File: src/rtl/cam_match_pkg.sv
package cam_match_pkg;

  typedef enum logic [2:0] {
    RING_NONE = 3'd0,
    RING_USER = 3'd1,
    RING_OS   = 3'd2,
    RING_POOL = 3'd3,
    RING_PHYS = 3'd4
  } ring_e;

  // per-ring compare results, datapath -> control
  typedef struct packed {
    logic phys;
    logic pool;
    logic os;
    logic user;
  } hit_t;

  // decision strobes, control -> output stage
  typedef struct packed {
    logic  load;
    ring_e code;
    logic  unimpl;
  } dec_t;

endpackage

File: src/rtl/cam_byte_order.sv
module cam_byte_order #(
  parameter int WORD_W = 32
) (
  input  logic [WORD_W-1:0] memWord,
  output logic [WORD_W-1:0] logWord
);
  localparam int NBYTES = WORD_W / 8;

  // memory byte k becomes logical byte (NBYTES-1-k)
  for (genvar b = 0; b < NBYTES; b++) begin : g_byte
    assign logWord[8*(NBYTES-1-b) +: 8] = memWord[8*b +: 8];
  end
endmodule

File: src/rtl/cam_match_dp.sv
module cam_match_dp
  import cam_match_pkg::*;
#(
  parameter int WORD_W = 32,
  parameter int BLK_W  = 4,
  parameter int IDX_W  = 20,
  parameter int LS_W   = 8,
  parameter int TID_W  = 8
) (
  input  logic [BLK_W-1:0]  tgtBlk,
  input  logic [IDX_W-1:0]  tgtIdx,
  input  logic [LS_W-1:0]   tgtLs,
  input  logic [WORD_W-1:0] physWord,
  input  logic [WORD_W-1:0] poolWord,
  input  logic [WORD_W-1:0] osWord,
  input  logic [WORD_W-1:0] userWord,
  input  logic [BLK_W-1:0]  chipBlk,
  input  logic [TID_W-1:0]  threadId,
  input  logic              tid8Mode,
  output hit_t              hits
);
  localparam int CAM_W     = BLK_W + IDX_W;
  localparam int VALID_BIT = WORD_W - 1;
  localparam int NRING     = 4;

  logic [NRING-1:0][WORD_W-1:0] memWords;
  logic [NRING-1:0][WORD_W-1:0] logWords;

  assign memWords[0] = physWord;
  assign memWords[1] = poolWord;
  assign memWords[2] = osWord;
  assign memWords[3] = userWord;

  for (genvar r = 0; r < NRING; r++) begin : g_ring
    cam_byte_order #(.WORD_W(WORD_W)) swap_i (
      .memWord(memWords[r]),
      .logWord(logWords[r])
    );
  end

  logic [CAM_W-1:0] tgtCam;
  logic [3:0]       tidW;
  logic [IDX_W-1:0] markBit;
  logic [IDX_W-1:0] physIdx;

  assign tgtCam  = {tgtBlk, tgtIdx};
  assign tidW    = tid8Mode ? 4'd8 : 4'd7;
  assign markBit = IDX_W'(1) << tidW;
  assign physIdx = markBit | (IDX_W'(threadId) & (markBit - IDX_W'(1)));

  assign hits.phys = logWords[0][VALID_BIT] && ({chipBlk, physIdx} == tgtCam);
  assign hits.pool = logWords[1][VALID_BIT] && (logWords[1][CAM_W-1:0] == tgtCam);
  assign hits.os   = logWords[2][VALID_BIT] && (logWords[2][CAM_W-1:0] == tgtCam);
  assign hits.user = logWords[3][VALID_BIT] && (logWords[3][LS_W-1:0] == tgtLs);

  logic unusedBits;
  assign unusedBits = ^{logWords[0][VALID_BIT-1:0],
                        logWords[1][VALID_BIT-1:CAM_W],
                        logWords[2][VALID_BIT-1:CAM_W],
                        logWords[3][VALID_BIT-1:LS_W]};
endmodule

File: src/rtl/cam_match_ctrl.sv
module cam_match_ctrl
  import cam_match_pkg::*;
(
  input  logic reqValid,
  input  logic tgtFmt,
  input  logic tgtIgnore,
  input  hit_t hits,
  output dec_t dec
);
  always_comb begin
    dec.load   = reqValid;
    dec.code   = RING_NONE;
    dec.unimpl = 1'b0;
    if (tgtFmt) begin
      if (hits.os && hits.user) dec.code = RING_USER;
    end else if (tgtIgnore) begin
      dec.unimpl = 1'b1;
    end else if (hits.phys) begin
      dec.code = RING_PHYS;
    end else if (hits.pool) begin
      dec.code = RING_POOL;
    end else if (hits.os) begin
      dec.code = RING_OS;
    end
  end
endmodule

File: src/rtl/cam_matcher.sv
module cam_matcher
  import cam_match_pkg::*;
#(
  parameter int WORD_W = 32,
  parameter int BLK_W  = 4,
  parameter int IDX_W  = 20,
  parameter int LS_W   = 8,
  parameter int TID_W  = 8
) (
  input  logic              clk,
  input  logic              rst_n,
  input  logic              reqValid,
  input  logic [BLK_W-1:0]  tgtBlk,
  input  logic [IDX_W-1:0]  tgtIdx,
  input  logic              tgtFmt,
  input  logic              tgtIgnore,
  input  logic [LS_W-1:0]   tgtLs,
  input  logic [WORD_W-1:0] physWord,
  input  logic [WORD_W-1:0] poolWord,
  input  logic [WORD_W-1:0] osWord,
  input  logic [WORD_W-1:0] userWord,
  input  logic [BLK_W-1:0]  chipBlk,
  input  logic [TID_W-1:0]  threadId,
  input  logic              tid8Mode,
  output logic              rspValid,
  output logic [2:0]        ringCode,
  output logic              unimplHit
);
  hit_t hits;
  dec_t dec;

  cam_match_dp #(
    .WORD_W(WORD_W), .BLK_W(BLK_W), .IDX_W(IDX_W), .LS_W(LS_W), .TID_W(TID_W)
  ) dp_i (
    .tgtBlk(tgtBlk), .tgtIdx(tgtIdx), .tgtLs(tgtLs),
    .physWord(physWord), .poolWord(poolWord), .osWord(osWord), .userWord(userWord),
    .chipBlk(chipBlk), .threadId(threadId), .tid8Mode(tid8Mode),
    .hits(hits)
  );

  cam_match_ctrl ctrl_i (
    .reqValid(reqValid), .tgtFmt(tgtFmt), .tgtIgnore(tgtIgnore),
    .hits(hits), .dec(dec)
  );

  always_ff @(posedge clk or negedge rst_n) begin
    if (!rst_n) begin
      rspValid  <= 1'b0;
      ringCode  <= RING_NONE;
      unimplHit <= 1'b0;
    end else if (dec.load) begin
      rspValid  <= 1'b1;
      ringCode  <= dec.code;
      unimplHit <= dec.unimpl;
    end else begin
      rspValid  <= 1'b0;
      ringCode  <= RING_NONE;
      unimplHit <= 1'b0;
    end
  end
endmodule

File: config.mk
export PLATFORM = sky130hd
export DESIGN_NAME = cam_matcher
export DESIGN_NICKNAME = d
export VERILOG_FILES = /design/src/rtl/cam_match_pkg.sv /design/src/rtl/cam_byte_order.sv /design/src/rtl/cam_match_dp.sv /design/src/rtl/cam_match_ctrl.sv /design/src/rtl/cam_matcher.sv
export SDC_FILE = /design/constraint.sdc
export NUM_CORES = 1
export LEC_CHECK = 0
export ABC_AREA = 1
export ABC_CLOCK_PERIOD_IN_PS = 800
export BUFFER_PORTS_ARGS = -buffer_cell sky130_fd_sc_hd__buf_2
export CAP_MARGIN = 5
export CORE_AREA = 2 2 71 73
export DETAILED_ROUTE_END_ITERATION = 7
export DIE_AREA = 0 0 73 75
export PLACE_DENSITY_LB_ADDON = 0.08
export SYNTH_ARGS = -nofsm -noshare
export SYNTH_HDL_FRONTEND = slang
export SYNTH_SLANG_ARGS = --single-unit
File: constraint.sdc
create_clock -name clk -period 0.8 [get_ports clk]
set_input_delay 0.16 -clock clk [delete_from_list [all_inputs] [get_ports clk]]
set_output_delay 0.16 -clock clk [all_outputs]
set_load 0.1 [all_outputs]
---- Word level (Yosys, flattened, before mapping) ----
Cells that the tools add are included.
cells by class
  reductions and logical operators ........ 5
  muxes and demuxes ....................... 12
  multiply operators ...................... 0
  shift operators ......................... 1
  order comparisons ....................... 0
  $add $sub $neg .......................... 1
  divide/modulo/power cells ............... 0
  bitwise logic cells ..................... 2
  eq/ne operators ......................... 4
operators with widths
  kind                                                 number
  equality test 24 bit                                 3
  AND 8 x 20 -> 20 bit                                 1
  bitwise OR 20 bit                                    1
  left shift 1 x 4 -> 20 bit (first input constant)    1
  subtractor 20 x 1 -> 20 bit (second input constant)  1
  2-to-1 mux 3 bit                                     4
  equality test 8 bit                                  1
  logical AND 1 bit                                    5
  2-to-1 mux 1 bit                                     5
  2-to-1 mux 2 bit                                     2
  2-to-1 mux 4 bit                                     1
word-level totals
  memory bits (read-only) ................. 0
  memories kept ........................... 0
  bits in latches ......................... 0
  output and inout bits ................... 5
  word-level logic and storage cells ...... 28
  flip-flop bits (word level) ............. 5
  bits in writable memories ............... 0
  input port bits ......................... 178

---- Depth between registers and ports, before layout ----
Gate-level depths: netlist of run 1.
  word-level depth ........................ 11
  depth in mapped cells ................... 12
  mapped depth without buffers ............ 12

---- Modules after synthesis ----
A second synthesis of run 1 with hierarchy kept.
unflattened totals
  cells, all modules ...................... 455
  area, all modules ....................... 2,439.8 um^2
by module, submodules not included
  module          cells each  instances  area an instance (um^2)
  cam_match_dp    300         1          1,262.5
  cam_byte_order  32          4          240.2
  cam_matcher     13          1          155.1
  cam_match_ctrl  14          1          61.3

---- Least setup slack after synthesis of run 1 ----
OpenSTA, ideal clock, no wires.
  path kind ............................... register to output
  start ................................... reg ringCode[0]
  end ..................................... out ringCode[0]
  buffers on the path ..................... 0
  data required time ...................... 0.640 ns
  path slack .............................. -0.243 ns
  arrival ................................. 0.883 ns
  cell stages (with the launch flop) ...... 1
  path through ............................ dfrtp_1
RTL lines
  item                    line               RTL
  from (decl)             cam_matcher.sv:26  output logic [2:0] ringCode,
  from (signal assigned)  cam_matcher.sv:53  ringCode <= dec.code;
No word-level cell between the ends.

---- Final worst setup path of run 1 ----
  start ................................... reg ringCode[1]
  end ..................................... out ringCode[1]
No word-level cell between the ends.

==> summary by stage, run 1 <==
Critical path
The cell type group with the largest total delay on the critical path is flip-flops. On the worst path, the slowest cell contributes a delay of 0.47 ns. The count of cell instances traversed by the critical path is 1. The capturing instance or port of the critical path is ringCode[1]. The number of buffers and inverters on the critical path is 1. STA classifies the critical path startpoint as a register. The largest driver fanout on the critical path is 1.

The largest individual stage delay along the critical path comes from the cell sky130_fd_sc_hd__dfrtp_4. At the worst endpoint, the required time is 0.64 ns. The launching element of the worst setup path is ringCode[1]$_DFF_PN0_. The worst path arrival time is 0.87 ns. Walking the worst path, the cells encountered are buf_12.

The type of the worst setup path is register to output pin. The element type at the critical path end is an output pin.

Finish
The area growth from synthesis to layout is 78.4%. In the final layout, the share of cells above drive strength 1 is 0.439. The final antenna diode count is 0. Counting the fill cells in the layout gives 527. The final layout contains 598 nets. After routing the design area is 0.00248 mm^2.

Synthesis
In the synthesized netlist the dominant register cell turns out to be sky130_fd_sc_hd__dfrtp_1. Yosys instantiated no cell more often than sky130_fd_sc_hd__nand2_1. The synthesized netlist net count is 474. For this run, the number of Yosys warnings is 0. The area share of the largest cell type after synthesis is 0.321.

The largest total area in the synthesized netlist belongs to sky130_fd_sc_hd__nand2_1. The number of instances in the synthesized netlist is 296. Synthesis instantiated 22 different standard cells from the library.

Synthesis inferred 5 register bits. After synthesis, the mean cell area works out to 4.70 um^2. After synthesis, the cell types taking the most area are sky130_fd_sc_hd__nand2_1, sky130_fd_sc_hd__inv_1, sky130_fd_sc_hd__nor2_1. The synthesized design contains 0 enable-type register cells.

The sequential-to-total area share from yosys stat is 0.0898. For this run, asynchronously set or reset flops after synthesis account for 1.00. By count the netlist is led by sky130_fd_sc_hd__nand2_1, sky130_fd_sc_hd__inv_1, sky130_fd_sc_hd__nor2_1. The synthesized cell area is 0.00139 mm^2.

Detailed routing
After detailed routing, the number of vias per cell comes to 4.30. The first-pass iteration count of the detailed router is 4. The overall via count from detail_route is 2036.

Once detail routing completed, the nets flagged for antenna violations numbered 0. The sum of routed wire length over all layers is 4.99 mm. After detailed routing, the average wire length per cell comes to 10.6 um. The detailed router finished its first iteration with 44 violations. After detailed routing, the number of remaining DRC violations is 0.

Pwr
The net switching share of the total power is 0.375. Summed over all cells, the static leakage comes to 1.48 nW. For this design the total switching power over the nets is 0.682 mW. The total power consumption of the routed design is 1.82 mW. The cell-internal power is 1.14 mW.

The worst-case IR drop observed on VDD is 322 uV. The sequential group share of total power is 0.148. Of the total power, the clock network draws 0.255.

The power per standard cell area is 731 mW/mm^2. Of the total power, combinational logic draws 0.596.

Clock tree
The register clock-pin slew on the reported worst setup and hold paths is 0.04 ns. CTS built an H-tree with a depth of 1. The root buffer cell is sky130_fd_sc_hd__clkbuf_8. Counting the buffers created by CTS gives 3. The clock tree buffer depth is 2. Counting every sink on the clock net gives 5. TritonCTS built the clock tree.

Die
The die span in y is 75 um. The width of the die is 73 um. The region available for standard cell placement spans 0.00466 mm^2.

The initial cell density of the core is 0.299. In this run the count of I/O pins placed on the die edge is 183. The total die area is 0.00548 mm^2.

After floorplanning, the core was divided into 25 placement rows.

Placement
The placed wire-length estimate after detailed placement is 4.37 mm. The placer's final routability congestion estimate is 0.834. Prior to clock tree synthesis, the placed netlist has a worst setup slack of -0.456 ns.

The placement-stage cell area is 0.00215 mm^2. Input and output buffers added on the ports amount to 114.

STA
The normalized max-slew margin is 0.837. The maximum clock rate is 973 MHz. At the pin with the least slew margin, the transition time is 0.243 ns. Setup repair after global routing could not meet its margin everywhere.

The final critical-path share of the clock period is 1.29. After routing, the total negative slack on setup checks comes to -1.48 ns. The max-slew violation count is 0. The final hold slack is 0.149 ns. The final worst setup slack is -0.228 ns. The number of hold-slack violations in the final timing report is 0.

Subtracting the final worst setup slack from the clock period gives 1.03 ns. Setup violations remaining at the end of the flow were counted as 8.

Job
Max-cap violations in this run came to 0.

GRT
The via count of the first global-routing pass is 1748. The sum of overflow across all layers after global routing is 0. Entering global routing, the biggest net connects 7 pins.

The number of antenna violations at the first check in global routing is 0. The overall global routing resource usage is 0.172. The first global-routing pass estimated 7.33 mm of wire.

Outcome
The flow ran to the end, but the final reports show violations. The checks that failed: setup timing.

Hold path
The tightest min-delay check is of the primary input to register type.
-- kinds of logic after synthesis --
kind of cell / after synthesis / synth area share
DFF: 5 / 0.0898
and+or+nand+nor: 188 / 0.538
buffers and inverters: 68 / 0.183
AOI/OAI and AO/OA: 15 / 0.0629
xor gates and xnor gates: 20 / 0.126
-- what timing repair did --
| item | in CTS | in global routing |
|---|---|---|
| resized for setup | 48 | 30 |
| buffers inserted | 0 | 1 |
| pin swaps | 28 | 23 |
| cloned | 0 | 0 |
| endpoints found under the hold margin | 5 | 0 |
| hold buffers | 1 | 0 |
| setup endpoints to repair | 8 | 8 |
-- worst min path at each step --
| stage | from | endpoint | slack, ns | cells past startpoint |
|---|---|---|---|---|
| floorplan | rst_n | ringCode[0]$_DFF_PN0_ | -0.14 | 0 |
| global placement | rst_n | rspValid$_DFF_PN0_ | -0.02 | 1 |
| detailed placement | rst_n | rspValid$_DFF_PN0_ | -0.02 | 1 |
| CTS | tgtIgnore | ringCode[2]$_DFF_PN0_ | 0.11 | 2 |
| global route | tgtIgnore | ringCode[2]$_DFF_PN0_ | 0.14 | 2 |
| finish | tgtIgnore | ringCode[2]$_DFF_PN0_ | 0.15 | 2 |
-- through the flow --
step	util	instances
2_1_floorplan	-	296
3_3_place_gp	0.462	467
3_5_place_dp	0.462	467
4_1_cts	0.511	472
5_1_grt	0.533	473
6_report	0.533	473
-- cell type report --
type | instances | area [um^2] | share of cell area
inverters | 68 | 263 | 0.106
repair buffers | 119 | 811 | 0.326
well taps | 54 | 67.6 | 0.0272
clock inverters | 1 | 5.00 | 0.00201
multi-input cells | 223 | 1160 | 0.465
flip-flops and latches | 5 | 141 | 0.0569
clock buffers | 3 | 41.3 | 0.0166
-- power by group through the flow --
stage	Sequential, mW	Combinational (mW)	Clock, mW
floorplan	0.318	0.418	0
global placement	0.274	0.937	0
detailed placement	0.274	0.943	0
CTS	0.270	1.04	0.470
global route	0.270	1.20	0.500
finish	0.270	1.08	0.464
-- metal layers --
layer	wire [um]	part of all wire	up-vias	track usage
met4	58	0.012	0	0.0247
met3	349	0.070	6	0.0241
li1	-	-	1114	-
met2	2480	0.50	71	0.313
met5	0	0	-	0
met1	2100	0.42	845	0.220
-- flip-flops by register name, summed over array words and instances, names as in the netlist --
signal     count
unimplHit      1
rspValid       1
ringCode       3
-- cells in the final DEF, fill, tap and decap left out, types with 5 or more instances in the layout --
master	n
sky130_fd_sc_hd__buf_4	7
sky130_fd_sc_hd__nand2_1	109
sky130_fd_sc_hd__nand3_2	6
sky130_fd_sc_hd__buf_12	5
sky130_fd_sc_hd__nor2_1	34
sky130_fd_sc_hd__o21ai_0	6
sky130_fd_sc_hd__buf_6	12
sky130_fd_sc_hd__nand4_1	5
sky130_fd_sc_hd__nor2_2	12
sky130_fd_sc_hd__inv_1	48
sky130_fd_sc_hd__xor2_1	6
sky130_fd_sc_hd__inv_2	15
sky130_fd_sc_hd__buf_2	89
sky130_fd_sc_hd__nand2_2	12
sky130_fd_sc_hd__xnor2_1	10
(Power assumes the default switching activity.)
==> inputs of run 2 (changes only) <==
--- a/config.mk
+++ b/config.mk
@@ -6,12 +6,12 @@
 export NUM_CORES = 1
 export LEC_CHECK = 0
 export ABC_AREA = 1
-export ABC_CLOCK_PERIOD_IN_PS = 800
+export ABC_CLOCK_PERIOD_IN_PS = 1300
 export BUFFER_PORTS_ARGS = -buffer_cell sky130_fd_sc_hd__buf_2
 export CAP_MARGIN = 5
-export CORE_AREA = 2 2 71 73
+export CORE_AREA = 2 2 70 72
 export DETAILED_ROUTE_END_ITERATION = 7
-export DIE_AREA = 0 0 73 75
+export DIE_AREA = 0 0 72 74
 export PLACE_DENSITY_LB_ADDON = 0.08
 export SYNTH_ARGS = -nofsm -noshare
 export SYNTH_HDL_FRONTEND = slang
==> constraint.sdc (replaced) <==
create_clock -name clk -period 1.3 [get_ports clk]
set_input_delay 0.26 -clock clk [delete_from_list [all_inputs] [get_ports clk]]
set_output_delay 0.26 -clock clk [all_outputs]
set_load 0.1 [all_outputs]
==> run 2 against run 1 <==
The run now ends clean; setup slack improved by 0.33 ns; combinational power decreased by 47%; first-iteration DRC count decreased by 11%; hold slack improved by 0.047 ns; core utilization decreased by 6.0 points; sequential share of layout area increased by 0.061 points; critical path depth unchanged; routed wire length decreased by 10%; largest cell class unchanged; critical endpoint unchanged; critical path type unchanged.
==> summary by stage, run 2 (synthesis results as in run 1) <==
Clock tree
The number of clock buffers inserted by TritonCTS came to 3 (unchanged). The register clock-pin slew on the reported worst setup and hold paths is 0.04 ns (about the same). The count of instances resized after the clock tree is built is 0 (-100%). Clock tree synthesis selected as its root buffer the cell sky130_fd_sc_hd__clkbuf_8. The H-tree depth came to 1 (unchanged). The clock tree buffer depth is 2 (unchanged). The TritonCTS clock tree is yes. The number of sinks on the clock net was 5 (unchanged).

Detailed routing
The first-pass iteration count of the detailed router came to 4 (unchanged). The detailed-route vias per instance is 4.19 (-2.7%). The total DRC errors in the routed layout is 0 (unchanged). The sum of routed wire length over all layers was 4.48 mm (-10%). The number of routed nets with antenna violations is 0 (unchanged). The overall via count from detail_route was 1981 (-2.7%). The initial detailed-routing violation count is 39 (-11%). The mean routed wirelength per cell came to 9.47 um (-10%).

Critical path
The largest stage delay on the critical path is 0.41 ns (-0.06 ns). The worst path arrival time is 0.94 ns (+0.07 ns). The nature of the critical path startpoint is a register. Broken down by cell family, the worst path's largest delay share belongs to buffers and inverters.

The cell at the slowest stage of the critical path is sky130_fd_sc_hd__buf_2. The type of the worst setup path is register to output pin. The required arrival time at the worst endpoint is 1.04 ns (+0.40 ns). The largest driver fanout on the critical path is 1 (unchanged). The signal on the critical path passes through buf_2. The number of buffers and inverters on the critical path is 1 (unchanged). The element type at the critical path end is an output pin.

STA
The routed design could run at a clock period as short as 1.20 ns. The final hold slack is 0.196 ns (+0.0470 ns). Of the available clock period, the critical path in the final layout requires 0.925. The transition time of the tightest slew-check pin is 0.483 ns (+0.240 ns). The max-slew violation count is 0 (unchanged). The number of hold-slack violations in the final timing report was 0 (unchanged). The post-route setup TNS is 0 ns (+1.48 ns). The final setup violation count was 0 (-8). The normalized max-slew margin is 0.680 (-0.157). The maximum clock rate is 832 MHz. The final worst setup slack is 0.0979 ns (+0.326 ns).

Setup repair after global routing left no endpoint under its margin.

Placement
The port buffer count came to 114 (unchanged). The placement-stage cell area is 0.00212 mm^2 (-1.6%). The placed wire-length estimate after detailed placement is 4.20 mm (-3.9%). The placer's final routability congestion estimate is 0.879 (+5.4%). The count of placed standard cells including taps came to 468 (+0.21%). The setup slack after placement is -0.0758 ns (+0.380 ns).

Finish
The library cells used most frequently in the layout, excluding fill and tap cells, are sky130_fd_sc_hd__nand2_1, sky130_fd_sc_hd__buf_2, sky130_fd_sc_hd__inv_1. The final design utilization is 0.473 (-0.0600). The final antenna diode count came to 0 (unchanged). The largest registers in the layout are ringCode: 3 flops, rspValid: 1 flops, unimplHit: 1 flops.

The relative area change from synthesis to final layout is 56.2%. The most flop-heavy register is ringCode. The number of standard cells in the layout, taps in and fillers out is 473 (unchanged). The share of cells above drive strength 1 is 0.332 (-0.107). The cell area after layout is 0.00218 mm^2 (-12%). The final-stage net count was 598 (unchanged). The flip-flop count of the largest register after layout is 3 (unchanged).

The most frequent standard cell in the layout excluding fill and tap cells is sky130_fd_sc_hd__nand2_1.

Hold path
The worst hold path startpoint is reqValid. In this run the worst hold path is classified as primary input to register. The hold path endpoint is rspValid$_DFF_PN0_. The number of instances on the worst hold path is 1 (-1).

Pwr
The total power consumption of the routed design is 1.02 mW (-44%). The static leakage is 1.41 nW (-4.9%). The peak supply drop came to 248 uV (-23%). The power per standard cell area is 470 mW/mm^2 (-36%).

GRT
The via count of the first global-routing pass is 1767 (+1.1%). The sum of overflow across all layers after global routing came to 0 (unchanged). The number of antenna violations at the first check in global routing came to 0 (unchanged). The maximum number of pins on one net before global-route repair is 7 (unchanged). The wire length of the first global-routing pass was 7.12 mm (-2.9%).

The overall global routing resource usage was 0.168 (-0.00407).

Outcome
The run finished with clean final reports.

Die
The placeable core area was 0.00460 mm^2 (-1.3%). The placement row count is 25 (unchanged). The total die area is 0.00533 mm^2 (-2.7%). The boundary pin count is 183 (unchanged). The width of the die came to 72 um (-1.4%).

The die span in y is 74 um (-1.3%). The initial cell density of the core is 0.303 (+0.00407).

Job
The reported max-cap violation count was 0 (unchanged).
run 2: changes by cell type in the layout (fill, tap and decap cells not counted), moves of 4 or more:
cell                      delta
sky130_fd_sc_hd__dfrtp_1     +5
sky130_fd_sc_hd__nand2_2    -10
sky130_fd_sc_hd__buf_8       -4
sky130_fd_sc_hd__xnor2_2     -4
sky130_fd_sc_hd__buf_6      -12
sky130_fd_sc_hd__nand3_2     -5
sky130_fd_sc_hd__xnor2_1     +4
sky130_fd_sc_hd__nand2_1    +10
sky130_fd_sc_hd__inv_1       +5
sky130_fd_sc_hd__nor2_2     -11
sky130_fd_sc_hd__nand3_1     +5
sky130_fd_sc_hd__dfrtp_4     -4
sky130_fd_sc_hd__buf_2      +21
sky130_fd_sc_hd__nor2_1     +14
run 2: cell type report:
type	count	area (um^2)
sequential	5	125
clock buffer	4	45.0
tap	54	67.6
inverter	68	255
multi-input combinational	223	1010
fill	547	2420
timing repair buffer	119	671
run 2: how the worst max path moves through the flow:
stage / startpoint / endpoint / slack [ns] / cells after the start
after floorplan: ringCode[0]$_DFF_PN0_ / ringCode[0] / 0.16 / 0
after global placement: tgtIdx[10] / ringCode[0]$_DFF_PN0_ / -0.09 / 11
after detailed placement: tgtIdx[10] / ringCode[0]$_DFF_PN0_ / -0.08 / 11
after CTS: ringCode[1]$_DFF_PN0_ / ringCode[1] / 0.09 / 1
after global routing: tgtIdx[17] / ringCode[0]$_DFF_PN0_ / 0.02 / 11
final: ringCode[1]$_DFF_PN0_ / ringCode[1] / 0.1 / 1
run 2: power by group:
part / total, mW / internal (mW) / switching, mW
Clock: 0.289 / 0.211 / 0.0780
Sequential: 0.164 / 0.161 / 0.00304
Combinational: 0.570 / 0.273 / 0.297
Total: 1.02 / 0.645 / 0.378
run 2: routing by layer:
metal,track usage,vias up,wire (um)
met3,0.0244,5,325
li1,-,1112,-
met5,0,-,0
met1,0.213,803,1960
met4,0.0294,0,31
met2,0.307,61,2160
run 2: what timing repair did:
item                                   in CTS  in global routing
hold buffers                                1                  0
endpoints found under the hold margin       5                  0
setup buffers                               0                  0
==> inputs of run 3 (changes only) <==
--- a/config.mk
+++ b/config.mk
@@ -9,10 +9,12 @@
 export ABC_CLOCK_PERIOD_IN_PS = 1300
 export BUFFER_PORTS_ARGS = -buffer_cell sky130_fd_sc_hd__buf_2
 export CAP_MARGIN = 5
-export CORE_AREA = 2 2 70 72
+export CORE_ASPECT_RATIO = 1.75
+export CORE_UTILIZATION = 40
+export CTS_CLUSTER_DIAMETER = 150
 export DETAILED_ROUTE_END_ITERATION = 7
-export DIE_AREA = 0 0 72 74
 export PLACE_DENSITY_LB_ADDON = 0.08
 export SYNTH_ARGS = -nofsm -noshare
 export SYNTH_HDL_FRONTEND = slang
+export SYNTH_HIERARCHICAL = 1
 export SYNTH_SLANG_ARGS = --single-unit
==> run 3 against run 2 <==
Cell area increased by 4.9%; global-route usage increased by 2.0 points; non-clock buffer count is the same; cell count grew 5.9%; maximum frequency shrank 0.45%; routed wire length up 8.2%; sequential power down 2%; area after synthesis up 39%; combinational power increased by 2%; clock power rose by 1%; count of clock-buffer cells in the layout unchanged.
==> summary by stage, run 3 <==
Pwr
The peak supply drop is 623 uV (+150%). The total power consumption of the routed design is 1.04 mW (+1.3%). The power per standard cell area is 454 mW/mm^2 (-3.5%).

The static leakage is 1.55 nW (+10%).

Placement
The placed wire-length estimate after detailed placement came to 4.47 mm (+6.4%). The placer's final routability congestion estimate was 0.763 (-13%). The setup slack after placement came to -0.147 ns (-0.0716 ns).

The placement-stage cell area was 0.00217 mm^2 (+2.2%). The port buffer count is 114 (unchanged).

STA
The transition time of the tightest slew-check pin is 0.483 ns (+0.000277 ns). The final critical-path share of the clock period is 0.929 (+0.00418). The max-slew violation count is 0 (unchanged).

The final setup violation count came to 0 (unchanged). The number of hold-slack violations in the final timing report is 0 (unchanged). The normalized max-slew margin is 0.680 (about the same). The maximum clock rate came to 828 MHz (-0.45%). The final critical path time including I/O delays and setup came to 1.21 ns (+0.00543 ns). The post-route setup TNS is 0 ns (unchanged). The final worst setup slack is 0.0925 ns (-0.00543 ns).

Synthesis
The mean instance size in the synthesized netlist is 4.99 um^2 (+6.0%). The synthesized cell area is 0.00193 mm^2 (+39%). The synthesized netlist net count is 565 (+19%). The number of instances in the synthesized netlist was 387 (+31%). The count of synthesis-stage warnings from yosys is 6 (+6).

Critical path
The element type at the critical path end is an output pin. The largest stage delay on the critical path was 0.41 ns (about the same). The type of the worst setup path is register to output pin. The largest driver fanout on the critical path was 1 (unchanged). The number of buffers and inverters on the critical path is 1 (unchanged). The most critical setup path has its startpoint at ringCode[0]$_DFF_PN0_. The slowest stage of the critical path belongs to the cell sky130_fd_sc_hd__buf_2. The cell type group with the largest total delay on the critical path is buffers and inverters. The critical path goes through buf_2. The required arrival time at the worst endpoint was 1.04 ns (about the same). The worst path arrival time is 0.95 ns (about the same). STA classifies the critical path startpoint as a register.

Finish
The largest registers in the layout are ringCode: 3 flops, rspValid: 1 flops, unimplHit: 1 flops. The share of cells above drive strength 1 is 0.343 (+0.0112). The area taken by multi-input logic gates came to 0.00108 mm^2 (+6.4%). The number of inserted filler cells in the final layout came to 558 (+2.0%).

The flip-flop count of the largest register after layout is 3 (unchanged). The library cells used most frequently in the layout, excluding fill and tap cells, are sky130_fd_sc_hd__nand2_1, sky130_fd_sc_hd__buf_2, sky130_fd_sc_hd__inv_1. The area of all sequential standard cells came to 125 um^2 (unchanged). The final-stage net count is 628 (+5.0%). The final design utilization is 0.489 (+0.0159). The final antenna diode count was 0 (unchanged). The cell area after layout is 0.00228 mm^2 (+4.9%). From synthesis to final layout, the design area changed by 18.3%.

The most flop-heavy register is ringCode. The library cell used most frequently in the layout, excluding fill and tap cells, is sky130_fd_sc_hd__nand2_1.

GRT
The via count of the first global-routing pass is 1802 (+2.0%). The overall global routing resource usage was 0.188 (+0.0198). The wire length of the first global-routing pass is 7.04 mm (-1.1%).

The number of antenna violations at the first check in global routing is 0 (unchanged). The sum of overflow across all layers after global routing came to 0 (unchanged). The maximum number of pins on one net before global-route repair is 6 (-1).

Detailed routing
The sum of routed wire length over all layers is 4.85 mm (+8.2%). The detailed-route vias per instance is 4.28 (+2.2%). The mean routed wirelength per cell was 9.67 um (+2.2%). The number of routed nets with antenna violations is 0 (unchanged).

The total DRC errors in the routed layout is 0 (unchanged). The overall via count from detail_route came to 2144 (+8.2%). The initial detailed-routing violation count is 25 (-36%). The first-pass iteration count of the detailed router is 4 (unchanged).

Hold path
The worst hold path startpoint is reqValid. The class of the worst hold path is primary input to register.

Clock tree
The H-tree depth is 1 (unchanged). The number of sinks on the clock net is 5 (unchanged). The register clock-pin slew on the reported worst setup and hold paths is 0.04 ns (about the same). CTS placed an instance of sky130_fd_sc_hd__clkbuf_8 at the clock tree root. The TritonCTS clock tree is yes. The number of clock buffers inserted by TritonCTS is 3 (unchanged).

The clock tree buffer depth was 2 (unchanged).

Job
The reported max-cap violation count is 0 (unchanged).

Die
The placement row count was 33 (+32%). The initial cell density of the core is 0.414 (+0.111). The total die area is 0.00512 mm^2 (-4.0%).

The boundary pin count is 183 (unchanged). The placeable core area was 0.00467 mm^2 (+1.5%). The die span in y is 93.9 um (+27%). The width of the die is 54.5 um (-24%).

Outcome
The run finished with clean final reports.
run 3: changes by cell type in the layout (fill, tap and decap cells not counted), moves of 4 or more:
cell / before / now
sky130_fd_sc_hd__inv_1: 53 / 66
sky130_fd_sc_hd__nor2_2: 1 / 11
sky130_fd_sc_hd__nor2_1: 48 / 36
sky130_fd_sc_hd__xnor2_1: 14 / 10
sky130_fd_sc_hd__nand2_1: 119 / 147
sky130_fd_sc_hd__nand2_2: 2 / 6
sky130_fd_sc_hd__o21ai_0: 6 / 2
run 3: layer usage:
| layer | vias to the layer above | routed length (um) | GRT usage |
|---|---|---|---|
| met5 | - | 0 | 0 |
| li1 | 1180 | - | - |
| met1 | 875 | 1720 | 0.178 |
| met4 | 0 | 78 | 0.0620 |
| met2 | 82 | 2710 | 0.381 |
| met3 | 7 | 339 | 0.0146 |
run 3: layout make-up:
| type | count | share of cell area |
|---|---|---|
| Inverter | 81 | 0.135 |
| Multi-Input combinational cell | 240 | 0.472 |
| Tap cell | 52 | 0.0285 |
| Timing Repair Buffer | 119 | 0.289 |
| Sequential cell | 5 | 0.0548 |
| Clock buffer | 4 | 0.0197 |
run 3: timing repair:
action                                  in CTS  in global routing
endpoints found under the setup margin       0                  3
resized for setup                            0                 25
buffers inserted                             0                  0
hold buffers                                 1                  0
hold endpoints to repair                     5                  0
run 3: worst paths after layout:
kind / end / slack, ns / cells past startpoint
max in group asynchronous: ringCode[0]$_DFF_PN0_ / 0.80 / 2
min in group asynchronous: rspValid$_DFF_PN0_ / 0.38 / 2
min: rspValid$_DFF_PN0_ / 0.21 / 1
max: ringCode[0] / 0.09 / 1
run 3: power breakdown:
group          internal (mW)  total, mW  switching, mW
Sequential             0.159      0.160       0.000451
Combinational          0.270      0.582          0.313
Clock                  0.211      0.293         0.0824
run 3: through the flow:
stage	hold WS [ns]	std cells
floorplan	-0.0356	387
global placement	0.0762	496
detailed placement	0.0783	496
CTS	0.207	501
global route	0.218	501
finish	0.210	501
